==> src/rtl/dtg_pkg.sv <==
package dtg_pkg;
  localparam int unsigned DTG_CW = 12;

  typedef logic [DTG_CW-1:0] dtg_cnt_t;

  typedef struct packed {
    dtg_cnt_t act;
    dtg_cnt_t fp;
    dtg_cnt_t sync;
    dtg_cnt_t bp;
  } dtg_axis_cfg_t;

  typedef struct packed {
    dtg_axis_cfg_t h;
    dtg_axis_cfg_t v;
    logic          inv_hs;
    logic          inv_vs;
    logic          inv_de;
    logic          neg_edge;
  } dtg_cfg_t;

  localparam dtg_axis_cfg_t DTG_AXIS_RST = '{
    act: DTG_CW'(1), fp: DTG_CW'(1), sync: DTG_CW'(1), bp: DTG_CW'(1)
  };

  localparam dtg_cfg_t DTG_CFG_RST = '{
    h: DTG_AXIS_RST, v: DTG_AXIS_RST,
    inv_hs: 1'b0, inv_vs: 1'b0, inv_de: 1'b0, neg_edge: 1'b0
  };
endpackage

==> src/rtl/dtg_axis.sv <==
module dtg_axis
  import dtg_pkg::*;
#(
  parameter int unsigned CW = DTG_CW
) (
  input  logic          clk,
  input  logic          rst,
  input  logic          clr,
  input  logic          step,
  input  dtg_axis_cfg_t cfg,
  output logic [CW-1:0] cnt,
  output logic          last,
  output logic          in_act,
  output logic          in_sync
);
  localparam int unsigned SW = CW + 2;

  logic [SW-1:0] tot;
  logic [SW-1:0] sync_beg;
  logic [SW-1:0] sync_end;
  logic [SW-1:0] cnt_w;

  always_comb begin
    tot      = SW'(cfg.act) + SW'(cfg.fp) + SW'(cfg.sync) + SW'(cfg.bp);
    sync_beg = SW'(cfg.act) + SW'(cfg.fp);
    sync_end = sync_beg + SW'(cfg.sync);
    cnt_w    = SW'(cnt);
    last     = (cnt_w == tot - SW'(1));
    in_act   = (cnt_w < SW'(cfg.act));
    in_sync  = (cnt_w >= sync_beg) && (cnt_w < sync_end);
  end

  always_ff @(posedge clk) begin
    if (rst || clr) begin
      cnt <= '0;
    end else if (step) begin
      cnt <= last ? '0 : cnt + CW'(1);
    end
  end
endmodule

==> src/rtl/dtg_shadow.sv <==
module dtg_shadow
  import dtg_pkg::*;
(
  input  logic     clk,
  input  logic     rst,
  input  logic     sw_reset,
  input  logic     req,
  input  logic     boundary,
  input  dtg_cfg_t staged,
  output dtg_cfg_t active,
  output logic     pend
);
  always_ff @(posedge clk) begin
    if (rst) begin
      active <= DTG_CFG_RST;
      pend   <= 1'b0;
    end else if (sw_reset) begin
      pend   <= 1'b0;
    end else if (pend && boundary) begin
      active <= staged;
      pend   <= req;
    end else if (req) begin
      pend   <= 1'b1;
    end
  end
endmodule

==> src/rtl/dtg_ctrl.sv <==
module dtg_ctrl (
  input  logic clk,
  input  logic rst,
  input  logic sw_reset,
  input  logic disp_en,
  input  logic frame_end,
  input  logic vb_pulse,
  input  logic vb_clr,
  output logic run,
  output logic vb_stat
);
  always_ff @(posedge clk) begin
    if (rst || sw_reset) begin
      run <= 1'b0;
    end else if (!run) begin
      run <= disp_en;
    end else if (frame_end && !disp_en) begin
      run <= 1'b0;
    end
  end

  always_ff @(posedge clk) begin
    if (rst || sw_reset) begin
      vb_stat <= 1'b0;
    end else if (vb_pulse) begin
      vb_stat <= 1'b1;
    end else if (vb_clr) begin
      vb_stat <= 1'b0;
    end
  end
endmodule

==> src/rtl/disp_timing_gen.sv <==
module disp_timing_gen
  import dtg_pkg::*;
(
  input  logic              clk,
  input  logic              rst,
  input  logic              sw_reset,
  input  logic              disp_en,
  input  logic [DTG_CW-1:0] stg_h_act,
  input  logic [DTG_CW-1:0] stg_h_fp,
  input  logic [DTG_CW-1:0] stg_h_sync,
  input  logic [DTG_CW-1:0] stg_h_bp,
  input  logic [DTG_CW-1:0] stg_v_act,
  input  logic [DTG_CW-1:0] stg_v_fp,
  input  logic [DTG_CW-1:0] stg_v_sync,
  input  logic [DTG_CW-1:0] stg_v_bp,
  input  logic              stg_inv_hs,
  input  logic              stg_inv_vs,
  input  logic              stg_inv_de,
  input  logic              stg_neg_edge,
  input  logic              commit_req,
  output logic              commit_pend,
  output logic              disp_on,
  input  logic              vblank_clr,
  input  logic              vblank_ie,
  output logic              vblank_stat,
  output logic              vblank_irq,
  output logic              hsync_o,
  output logic              vsync_o,
  output logic              de_o,
  output logic [DTG_CW-1:0] pix_x,
  output logic [DTG_CW-1:0] pix_y,
  output logic              neg_edge_o
);
  dtg_cfg_t          staged;
  dtg_cfg_t          act_cfg;
  logic              pend;
  logic              run;
  logic              vb_stat;
  logic [DTG_CW-1:0] hcnt;
  logic [DTG_CW-1:0] vcnt;
  logic              h_last, v_last;
  logic              h_act, v_act;
  logic              h_sync, v_sync;
  logic              h_wrap;
  logic              frame_end;
  logic              boundary;
  logic              vb_pulse;

  always_comb begin
    staged.h        = '{act: stg_h_act, fp: stg_h_fp, sync: stg_h_sync, bp: stg_h_bp};
    staged.v        = '{act: stg_v_act, fp: stg_v_fp, sync: stg_v_sync, bp: stg_v_bp};
    staged.inv_hs   = stg_inv_hs;
    staged.inv_vs   = stg_inv_vs;
    staged.inv_de   = stg_inv_de;
    staged.neg_edge = stg_neg_edge;
  end

  assign h_wrap    = run && h_last;
  assign frame_end = h_wrap && v_last;
  assign boundary  = !run || frame_end;
  assign vb_pulse  = run && (hcnt == '0) && (vcnt == act_cfg.v.act);

  dtg_shadow u_shadow (
    .clk      (clk),
    .rst      (rst),
    .sw_reset (sw_reset),
    .req      (commit_req),
    .boundary (boundary),
    .staged   (staged),
    .active   (act_cfg),
    .pend     (pend)
  );

  dtg_ctrl u_ctrl (
    .clk       (clk),
    .rst       (rst),
    .sw_reset  (sw_reset),
    .disp_en   (disp_en),
    .frame_end (frame_end),
    .vb_pulse  (vb_pulse),
    .vb_clr    (vblank_clr),
    .run       (run),
    .vb_stat   (vb_stat)
  );

  dtg_axis #(.CW(DTG_CW)) u_hax (
    .clk     (clk),
    .rst     (rst),
    .clr     (sw_reset || !run),
    .step    (run),
    .cfg     (act_cfg.h),
    .cnt     (hcnt),
    .last    (h_last),
    .in_act  (h_act),
    .in_sync (h_sync)
  );

  dtg_axis #(.CW(DTG_CW)) u_vax (
    .clk     (clk),
    .rst     (rst),
    .clr     (sw_reset || !run),
    .step    (h_wrap),
    .cfg     (act_cfg.v),
    .cnt     (vcnt),
    .last    (v_last),
    .in_act  (v_act),
    .in_sync (v_sync)
  );

  always_ff @(posedge clk) begin
    if (rst) begin
      hsync_o    <= 1'b0;
      vsync_o    <= 1'b0;
      de_o       <= 1'b0;
      pix_x      <= '0;
      pix_y      <= '0;
      neg_edge_o <= 1'b0;
    end else begin
      hsync_o    <= (run && h_sync) ^ act_cfg.inv_hs;
      vsync_o    <= (run && v_sync) ^ act_cfg.inv_vs;
      de_o       <= (run && h_act && v_act) ^ act_cfg.inv_de;
      pix_x      <= run ? hcnt : '0;
      pix_y      <= run ? vcnt : '0;
      neg_edge_o <= act_cfg.neg_edge;
    end
  end

  assign commit_pend = pend;
  assign disp_on     = run;
  assign vblank_stat = vb_stat;
  assign vblank_irq  = vb_stat && vblank_ie;
endmodule

==> config.mk <==
export PLATFORM = sky130hd
export DESIGN_NAME = disp_timing_gen
export DESIGN_NICKNAME = d
export VERILOG_FILES = /design/src/rtl/dtg_pkg.sv /design/src/rtl/dtg_axis.sv /design/src/rtl/dtg_shadow.sv /design/src/rtl/dtg_ctrl.sv /design/src/rtl/disp_timing_gen.sv
export SDC_FILE = /design/constraint.sdc
export NUM_CORES = 1
export LEC_CHECK = 0
export BUFFER_PORTS_ARGS = -buffer_cell sky130_fd_sc_hd__buf_2
export CORE_UTILIZATION = 35
export CTS_CLUSTER_SIZE = 16
export DETAILED_ROUTE_END_ITERATION = 7
export GPL_TIMING_DRIVEN = 0
export SYNTH_ARGS = -nofsm -noshare
export SYNTH_HDL_FRONTEND = slang
export SYNTH_HIERARCHICAL = 1
export SYNTH_SLANG_ARGS = --single-unit
==> constraint.sdc <==
create_clock -name clk -period 9.63 [get_ports clk]
set_input_delay 1.4445 -clock clk [delete_from_list [all_inputs] [get_ports clk]]
set_output_delay 1.4445 -clock clk [all_outputs]
set_load 0.01 [all_outputs]
==> results.sh, run 1 <==
export IMPL_status="finished clean"
export IMPL_multiInputGateArea_um2=8870
export IMPL_leakage_power_of_the_design_nw=6.28
export IMPL_fp_dieW_um=194
export IMPL_slew_worst_pin_ns=0.972
export IMPL_vias_in_the_first_global_route=10600
export IMPL_yosysWarningCount=6
export IMPL_worst_setup_hold_path_clk_slew_ns=0.07
export IMPL_antenna_diode_count=0
export IMPL_clock_insertion_delay_worst_skew_ns=0.45
export IMPL_number_of_antenna_violations_at_the_first_check_in_global_routing=0
export IMPL_fp_dieH_um=194
export IMPL_cts_max_level=4
export IMPL_syn_instance_count=1495
export IMPL_route_detailed_vias_per_inst=5.12
export IMPL_grt_start_max_net_pins=19
export IMPL_start_util=0.354
export IMPL_net_count_after_synthesis=1772
export IMPL_core_rowCount=70
export IMPL_post_synth_num_cell_types=85
export IMPL_number_of_detailed_routing_iterations_run_before_antenna_repair=6
export IMPL_clock_tree_root_cell="clkbuf_16"
export IMPL_worst_path_max_delay_cell="a2111oi_0"
export IMPL_report_final_hold_viol_count=0
export IMPL_post_cts_resized=0
export IMPL_cts_sink_count=155
export IMPL_drt_wl_total_um=36600
export IMPL_synth_to_final_area_change_pct=14.4
export IMPL_place_detailed_hpwl_um=28800
export IMPL_detail_route_drc_violations=0
export IMPL_maximum_operating_frequency_mhz=128
export IMPL_io_pins=139
export IMPL_cts_buffer_depth=2
export IMPL_worstSetupStartpointType="register"
export IMPL_fin_crit_ns=7.82
export IMPL_crit_arrival_ns=8.17
export IMPL_ratio_of_cells_with_drive_above_1_in_the_final_layout=0.138
export IMPL_fin_tns_setup_ns=0
export IMPL_timing_max_cap_violations=0
export IMPL_n_fill_cell=3652
export IMPL_cts_made_buffers=17
export IMPL_drv_slew=0
export IMPL_first_pass_grt_wire_length_um=57600
export IMPL_synth_seq_area_share=0.240
export IMPL_critPathCaptureType="register"
export IMPL_global_route_usage_total=0.196
export IMPL_crit_top_cell="ha_1"
export IMPL_die_area_um2=37700
export IMPL_synth_ff_type="dfxtp_1"
export IMPL_grt_ovfl_total=0
export IMPL_post_cts_setup_buffers=0
export IMPL_syn_avg_cell_area_um2=8.65
export IMPL_finalWeightedCongestion=0.896
export IMPL_clock_skew_final_ns=0.0117
export IMPL_setup_viol=0
export IMPL_vdd_drop_max_uv=119
export IMPL_drtAntennaViolNets=0
export IMPL_hold_class="reg2reg"
export IMPL_cts_tree="built"
export IMPL_routed_via_count=10900
export IMPL_cp_data_required_time_ns=9.97
export IMPL_drt_initial_drc_count=724
export IMPL_hold_bufs_at_cts=0
export IMPL_area_of_the_mapped_netlist_um2=12900
export IMPL_design_final_nets=1929
export IMPL_critical_path_max_fanout=10
export IMPL_power_per_cell_area_nw_per_um2=125
export IMPL_normalized_max_slew_margin=0.335
export IMPL_port_buffers=138
export IMPL_postLayoutSetupSlackWorst_ns=1.81
export IMPL_wl_per_cell_um=17.2
export IMPL_criticalPathCategory="reg2reg"
export IMPL_synth_edff_count=0
export IMPL_synthArstFlopShare=0
export IMPL_setup_repair_after_global_routing_missed_its_margin="no"
export IMPL_sequential_cell_area_um2=3100
export IMPL_fp_coreArea_um2=36500
export IMPL_critical_path_max_stage_delay_ns=0.85
export IMPL_ys_ff_latch=155
export IMPL_min_period_over_period=0.812
export IMPL_dp_slack_ns=1.81
-- placed cells by master (no fill, tap or decap), drive strengths merged, types with 7 or more instances in the layout --
cell type,n
a2111oi,8
a211oi,12
a21o,21
a21oi,53
a31oi,9
and2,34
and3,15
buf,157
clkbuf,51
dfxtp,155
ha,164
inv,147
mux2i,101
nand2,42
nand2b,202
nand3,28
nand4,18
nor2,88
nor2b,12
nor3,39
nor4,24
o211ai,12
o21a,12
o21ai,40
o41ai,7
or2,10
xnor2,65
xor2,49
-- worst max-delay path, delay by kind of cell (launching register included) --
kind                     cells  cell delay, ns
AO/OA/AOI/OAI                5            1.85
XOR/XNOR                     3            0.63
adder cells (fa/ha/maj)      5            1.52
buffers and inverters        3            0.27
flip-flops                   1            0.40
multiplexers                 1            0.13
AND/OR/NAND/NOR             14            2.92
-- area by class of cell --
class | instances | area share
tap | 468 | 0.0396
clock inverter | 14 | 0.0101
clock buffer | 18 | 0.0297
multi-input combinational | 1149 | 0.600
sequential | 155 | 0.210
inverter | 139 | 0.0353
timing repair buffer | 138 | 0.0467
buffer | 52 | 0.0295
-- routing by layer --
metal,vias up,track usage,share of wire
li1,5493,-,-
met1,5074,0.276,0.50
met2,301,0.306,0.44
met3,48,0.0240,0.038
met4,0,0.0667,0.022
met5,-,0,0
-- power by group --
part | switching (mW) | internal [mW]
registers | 0.00901 | 0.650
logic | 0.279 | 0.220
clock network | 0.319 | 0.373
total | 0.607 | 1.24
-- metrics by stage --
step | utilization | total power [mW] | cell area, um2 | cells | hold slack [ns]
after floorplan | - | 1.04 | 12900 | 1495 | 0.439
after global placement | 0.389 | 1.16 | 14200 | 2101 | 0.455
after detailed placement | 0.389 | 1.17 | 14200 | 2101 | 0.463
after CTS | 0.405 | 1.86 | 14800 | 2133 | 0.478
after global routing | 0.405 | 1.94 | 14800 | 2133 | 0.493
final | 0.405 | 1.85 | 14800 | 2133 | 0.476
-- final timing paths --
kind                                          start       endpoint  slack, ns  depth (start not counted)
worst max-delay path            u_shadow/active[88]  u_vax/cnt[11]       1.81                         31
worst min-delay path             u_shadow/active[0]     neg_edge_o       0.48                          1
worst max register to register  u_shadow/active[88]  u_vax/cnt[11]       1.81                         31
worst min register to register   u_shadow/active[0]     neg_edge_o       0.48                          1
-- registers in the layout, indices dropped and copies added, names as in the netlist, 12 cells and up --
| name | cells |
|---|---|
| u_vax/cnt | 12 |
| pix_y | 12 |
| pix_x | 12 |
| u_hax/cnt | 12 |
| u_shadow/active | 100 |
-- synth_stat cells (6+ instances only) --
cell type,number,area share
o21a_1,11,0.0064
and2_1,33,0.016
fa_1,6,0.0093
or2_2,7,0.0034
nor3_2,10,0.0077
nand3_1,28,0.011
a31oi_1,9,0.0044
nor3_1,29,0.011
a21oi_1,53,0.021
o21ai_1,6,0.0023
o21ai_0,34,0.013
dfxtp_1,155,0.24
nand2b_1,202,0.098
xnor2_1,64,0.043
clkbuf_1,32,0.0093
and3_1,12,0.0058
nand2_1,42,0.012
o211ai_1,12,0.0070
nor4_1,20,0.0097
a21o_1,20,0.012
buf_12,12,0.019
xor2_1,49,0.033
a2111oi_0,6,0.0041
ha_1,164,0.16
nor2_1,88,0.026
nor2b_1,12,0.0058
o41ai_1,7,0.0047
a211oi_1,12,0.0070
nand4_1,18,0.0087
inv_1,139,0.040
o21bai_1,6,0.0035
mux2i_1,101,0.078
o31ai_1,6,0.0035
-- cells by family after synthesis --
| family | share of synthesized area |
|---|---|
| AOI/OAI and AO/OA | 0.118 |
| adders and majority gates | 0.169 |
| and+or+nand+nor | 0.241 |
| buffers and inverters | 0.0741 |
| xor gates and xnor gates | 0.0778 |
| DFF | 0.240 |
| muxes | 0.0799 |
(Power assumes the default switching activity.)
==> inputs of run 2 (changes only) <==
- clock period: 9.63 -> 7.8 ns (I/O delays scaled with it)
==> run 2 against run 1 <==
  * Clock power up 24%
  * Register-to-register slack worse by 1.2 ns
  * Power up 24%
  * Highest routed layer unchanged
  * Critical path depth unchanged
==> results.sh, run 2 (same netlist as run 1, synthesis figures left out) <==
export IMPL_status="finished clean"
export IMPL_critPathCaptureType="register"
export IMPL_crit_arrival_ns=7.56
export IMPL_wl_per_cell_um=17.2
export IMPL_route_detailed_vias_per_inst=5.12
export IMPL_io_pins=139
export IMPL_routed_via_count=10900
export IMPL_vias_in_the_first_global_route=10600
export IMPL_largest_register="u_shadow/active"
export IMPL_setup_viol=0
export IMPL_first_pass_grt_wire_length_um=57600
export IMPL_clock_insertion_delay_worst_skew_ns=0.45
export IMPL_timing_critical_path_buf_inv=2
export IMPL_fp_dieH_um=194
export IMPL_mostFrequentLayoutCell="nand2b_1"
export IMPL_synth_to_final_area_change_pct=14.8
export IMPL_grt_start_max_net_pins=19
export IMPL_drv_slew=0
export IMPL_most_frequent_cells_in_the_layout="nand2b_1 (202), ha_1 (163), dfxtp_1 (155)"
export IMPL_min_period_over_period=0.925
export IMPL_design_final_nets=1928
export IMPL_criticalPathCategory="reg2reg"
export IMPL_largest_register_ff_count=100
export IMPL_antenna_diode_count=0
export IMPL_drt_wl_total_um=36700
export IMPL_ratio_of_cells_with_drive_above_1_in_the_final_layout=0.142
export IMPL_worst_path_max_delay_cell="ha_1"
export IMPL_normalized_max_slew_margin=0.383
export IMPL_cts_max_level=4
export IMPL_fp_coreArea_um2=36500
export IMPL_fp_dieW_um=194
export IMPL_vdd_drop_max_uv=148
export IMPL_power_per_cell_area_nw_per_um2=154
export IMPL_cp_data_required_time_ns=8.14
export IMPL_timing_max_cap_violations=0
export IMPL_worst_setup_hold_path_clk_slew_ns=0.07
export IMPL_maximum_operating_frequency_mhz=139
export IMPL_hold_class="reg2reg"
export IMPL_critical_path_max_stage_delay_ns=0.46
export IMPL_cts_made_buffers=17
export IMPL_start_util=0.354
export IMPL_drt_initial_drc_count=726
export IMPL_number_of_detailed_routing_iterations_run_before_antenna_repair=5
export IMPL_finalWeightedCongestion=0.896
export IMPL_fin_tns_setup_ns=0
export IMPL_report_final_hold_viol_count=0
export IMPL_final_cell_count_without_fillers=2132
export IMPL_cts_buffer_depth=2
export IMPL_place_detailed_hpwl_um=28800
export IMPL_worstSetupStartpointType="register"
export IMPL_clock_skew_final_ns=0.0125
export IMPL_crit_top_cell="ha_1"
export IMPL_fin_crit_ns=7.21
export IMPL_port_buffers=138
export IMPL_grt_ovfl_total=0
export IMPL_core_rowCount=70
export IMPL_leakage_power_of_the_design_nw=6.31
export IMPL_number_of_antenna_violations_at_the_first_check_in_global_routing=0
export IMPL_clock_tree_root_cell="clkbuf_16"
export IMPL_drtAntennaViolNets=0
export IMPL_slew_worst_pin_ns=0.926
export IMPL_global_route_usage_total=0.196
export IMPL_hold_bufs_at_cts=0
export IMPL_die_area_um2=37700
export IMPL_detail_route_drc_violations=0
export IMPL_critical_path_max_fanout=12
export IMPL_critPathTopFamily="simple AND/OR/NAND/NOR gates"
export IMPL_cts_sink_count=155
export IMPL_cts_tree="built"
export IMPL_placedCellCount=2101
run 2: what timing repair did:
| action | 4_1_cts | 5_1_grt |
|---|---|---|
| buffers inserted | 0 | 1 |
| resized for setup | 1 | 7 |
| setup endpoints to repair | 1 | 111 |
| pin swaps | 0 | 2 |
run 2: layout make-up:
| cell class | count | area (um2) |
|---|---|---|
| plain buffers | 50 | 429 |
| clock buffers | 18 | 439 |
| clock inverters | 14 | 149 |
| fillers | 3651 | 21700 |
| inverters | 139 | 522 |
| multi-input cells | 1149 | 8920 |
| flip-flops and latches | 155 | 3100 |
| well taps | 468 | 586 |
| repair buffers | 139 | 698 |
run 2: worst paths after layout:
check,endpoint,cells past startpoint,startpoint,slack [ns]
hold reg to reg,neg_edge_o,1,u_shadow/active[0],0.47
setup / recovery,u_vax/cnt[11],31,u_shadow/active[88],0.59
hold / removal,neg_edge_o,1,u_shadow/active[0],0.47
setup reg to reg,u_vax/cnt[11],31,u_shadow/active[88],0.59
run 2: worst reg2reg max path: cells and delay by family (launching register included):
family | cells | cell delay, ns
fa+ha+maj | 5 | 1.68
simple gates | 14 | 2.75
buf+inv | 2 | 0.09
flops | 1 | 0.40
xor+xnor | 2 | 0.35
compound gates | 8 | 1.84
run 2: through the flow:
step	util	power (mW)	cell area (um2)	setup slack, ns	hold slack (ns)
final	0.407	2.29	14900	0.588	0.474
after global routing	0.407	2.40	14900	-0.0147	0.493
after CTS	0.405	2.30	14800	0.108	0.478
after detailed placement	0.389	1.44	14200	-0.0179	0.463
after global placement	0.389	1.44	14200	0.190	0.455
after floorplan	-	1.29	12900	1.35	0.439
run 2: where the power goes:
group	switching, mW	internal (mW)
clock network	0.394	0.461
logic	0.347	0.273
registers	0.0112	0.803
run 2: layer usage:
| metal | part of all wire | vias to the layer above | global-route usage | routed length, um |
|---|---|---|---|---|
| met2 | 0.44 | 300 | 0.306 | 16100 |
| met1 | 0.50 | 5077 | 0.276 | 18400 |
| met3 | 0.039 | 51 | 0.0240 | 1440 |
| met5 | 0 | - | 0 | 0 |
| met4 | 0.022 | 0 | 0.0667 | 811 |
| li1 | - | 5494 | - | - |
==> inputs of run 3 (changes only) <==
- CORE_UTILIZATION: 35 -> 40
==> run 3 against run 2 <==
  * Core utilization is 5.8 points higher
  * Combinational power decreased by 0.6%
  * Cell area down 0.67%
  * Register-to-register slack got worse by 0.11 ns
  * Clock skew is 0.0037 ns higher
  * Via count decreased by 0.36%
  * Non-clock buffer count increased by 1
  * Largest cell class unchanged
  * Largest power group unchanged
==> results.sh, run 3 (same netlist as run 1, synthesis figures left out) <==
export IMPL_status="finished clean"
export IMPL_critPathCaptureType="register"
export IMPL_n_fill_cell=3142
export IMPL_finalWeightedCongestion=0.930
export IMPL_cts_sink_count=155
export IMPL_hold_ws_ns=0.473
export IMPL_vias_in_the_first_global_route=10700
export IMPL_hold_class="reg2reg"
export IMPL_leakage_power_of_the_design_nw=6.29
export IMPL_drtAntennaViolNets=0
export IMPL_most_frequent_cells_in_the_layout="nand2b_1 (202), ha_1 (163), dfxtp_1 (155)"
export IMPL_route_detailed_vias_per_inst=5.27
export IMPL_cts_buffer_depth=2
export IMPL_number_of_antenna_violations_at_the_first_check_in_global_routing=0
export IMPL_report_final_hold_viol_count=0
export IMPL_internal_power_mw=1.53
export IMPL_grt_start_max_net_pins=19
export IMPL_share_comb_of_total_power=0.270
export IMPL_timing_max_cap_violations=0
export IMPL_fp_dieW_um=182
export IMPL_grt_ovfl_total=0
export IMPL_sequential_cell_area_um2=3100
export IMPL_clock_skew_final_ns=0.0163
export IMPL_cts_made_buffers=17
export IMPL_place_detailed_hpwl_um=27100
export IMPL_dp_slack_ns=-0.00260
export IMPL_fin_crit_ns=7.32
export IMPL_routed_via_count=10900
export IMPL_die_area_um2=33100
export IMPL_crit_top_cell="ha_1"
export IMPL_mostFrequentLayoutCell="nand2b_1"
export IMPL_cts_max_level=4
export IMPL_drt_wl_total_um=34800
export IMPL_critical_path_max_stage_delay_ns=0.46
export IMPL_worst_r2r_setup_slack_ns=0.48
export IMPL_slew_worst_pin_ns=0.895
export IMPL_crit_arrival_ns=7.66
export IMPL_power_per_cell_area_nw_per_um2=155
export IMPL_fp_dieH_um=182
export IMPL_cp_data_required_time_ns=8.14
export IMPL_antenna_diode_count=0
export IMPL_switchingPower_mw=0.750
export IMPL_totalPowerFinal_mw=2.28
export IMPL_critPathTopFamily="simple AND/OR/NAND/NOR gates"
export IMPL_placedInstanceArea_um2=14100
export IMPL_ratio_of_cells_with_drive_above_1_in_the_final_layout=0.141
export IMPL_timing_critical_path_buf_inv=3
export IMPL_design_final_nets=1929
export IMPL_synth_to_final_area_change_pct=14.1
export IMPL_clock_insertion_delay_worst_skew_ns=0.44
export IMPL_placedCellCount=2035
export IMPL_drt_initial_drc_count=550
export IMPL_io_pins=139
export IMPL_number_of_detailed_routing_iterations_run_before_antenna_repair=4
export IMPL_global_route_usage_total=0.213
export IMPL_final_cell_area_um2=14800
export IMPL_normalized_max_slew_margin=0.404
export IMPL_postLayoutSetupSlackWorst_ns=0.478
export IMPL_start_util=0.408
export IMPL_critical_path_max_fanout=10
export IMPL_swShare=0.329
export IMPL_final_cell_count_without_fillers=2067
export IMPL_share_clk_of_total_power=0.373
export IMPL_criticalPathCategory="reg2reg"
export IMPL_drv_slew=0
export IMPL_first_pass_grt_wire_length_um=55400
export IMPL_min_period_over_period=0.939
export IMPL_largest_register_ff_count=100
export IMPL_clock_tree_root_cell="clkbuf_16"
export IMPL_core_rowCount=65
export IMPL_multiInputGateArea_um2=8920
export IMPL_hold_bufs_at_cts=0
export IMPL_detail_route_drc_violations=0
export IMPL_vdd_drop_max_uv=159
export IMPL_largest_register="u_shadow/active"
export IMPL_worstSetupStartpointType="register"
export IMPL_maximum_operating_frequency_mhz=137
export IMPL_setup_viol=0
export IMPL_cts_tree="built"
export IMPL_worst_path_max_delay_cell="a2111o_1"
export IMPL_wl_per_cell_um=16.9
export IMPL_seq_power_share=0.357
export IMPL_post_cts_setup_buffers=0
export IMPL_fp_coreArea_um2=31700
export IMPL_port_buffers=138
export IMPL_worst_setup_hold_path_clk_slew_ns=0.07
## run 3: routing by layer
layer / track usage / vias to the layer above / share of wire
met5: 0 / - / 0
met4: 0.0790 / 0 / 0.025
met3: 0.0325 / 45 / 0.044
met2: 0.339 / 295 / 0.43
met1: 0.291 / 5036 / 0.50
li1: - / 5507 / -
## run 3: timing repair
action	4_1_cts	5_1_grt
setup endpoints to repair	5	111
gates resized for setup	1	7
hold endpoints to repair	0	0
## run 3: worst min-delay path, stage by stage, from the launching register on
cell	delay [ns]
dfxtp_1	0.31
nand2b_1	0.06
mux2i_1	0.06
## run 3: power groups by stage
| stage | clock network [mW] | registers, mW | logic [mW] |
|---|---|---|---|
| after CTS | 0.874 | 0.814 | 0.606 |
| after global placement | 0 | 0.832 | 0.597 |
| final | 0.851 | 0.814 | 0.616 |
| after detailed placement | 0 | 0.832 | 0.602 |
| after global routing | 0.901 | 0.815 | 0.682 |
| after floorplan | 0 | 0.828 | 0.457 |
## run 3: stage by stage
step | utilization | setup TNS, ns
after floorplan | - | 0
after global routing | 0.465 | -0.0203
after global placement | 0.445 | 0
final | 0.465 | 0
after CTS | 0.464 | 0
after detailed placement | 0.445 | -0.00260
## run 3: worst paths after layout
kind                                           from                  to  cells past startpoint
worst max-delay path            u_shadow/active[88]       u_vax/cnt[11]                     31
worst max register to register  u_shadow/active[88]       u_vax/cnt[11]                     31
worst min register to register   u_shadow/active[8]  u_shadow/active[8]                      2
worst min-delay path             u_shadow/active[8]  u_shadow/active[8]                      2
## run 3: layout make-up
class | instances | area share
Clock buffer | 18 | 0.0291
Buffer | 52 | 0.0296
Multi-Input combinational cell | 1149 | 0.604
Timing Repair Buffer | 138 | 0.0468
Inverter | 139 | 0.0354
Sequential cell | 155 | 0.210
Tap cell | 402 | 0.0341
Clock inverter | 14 | 0.0103
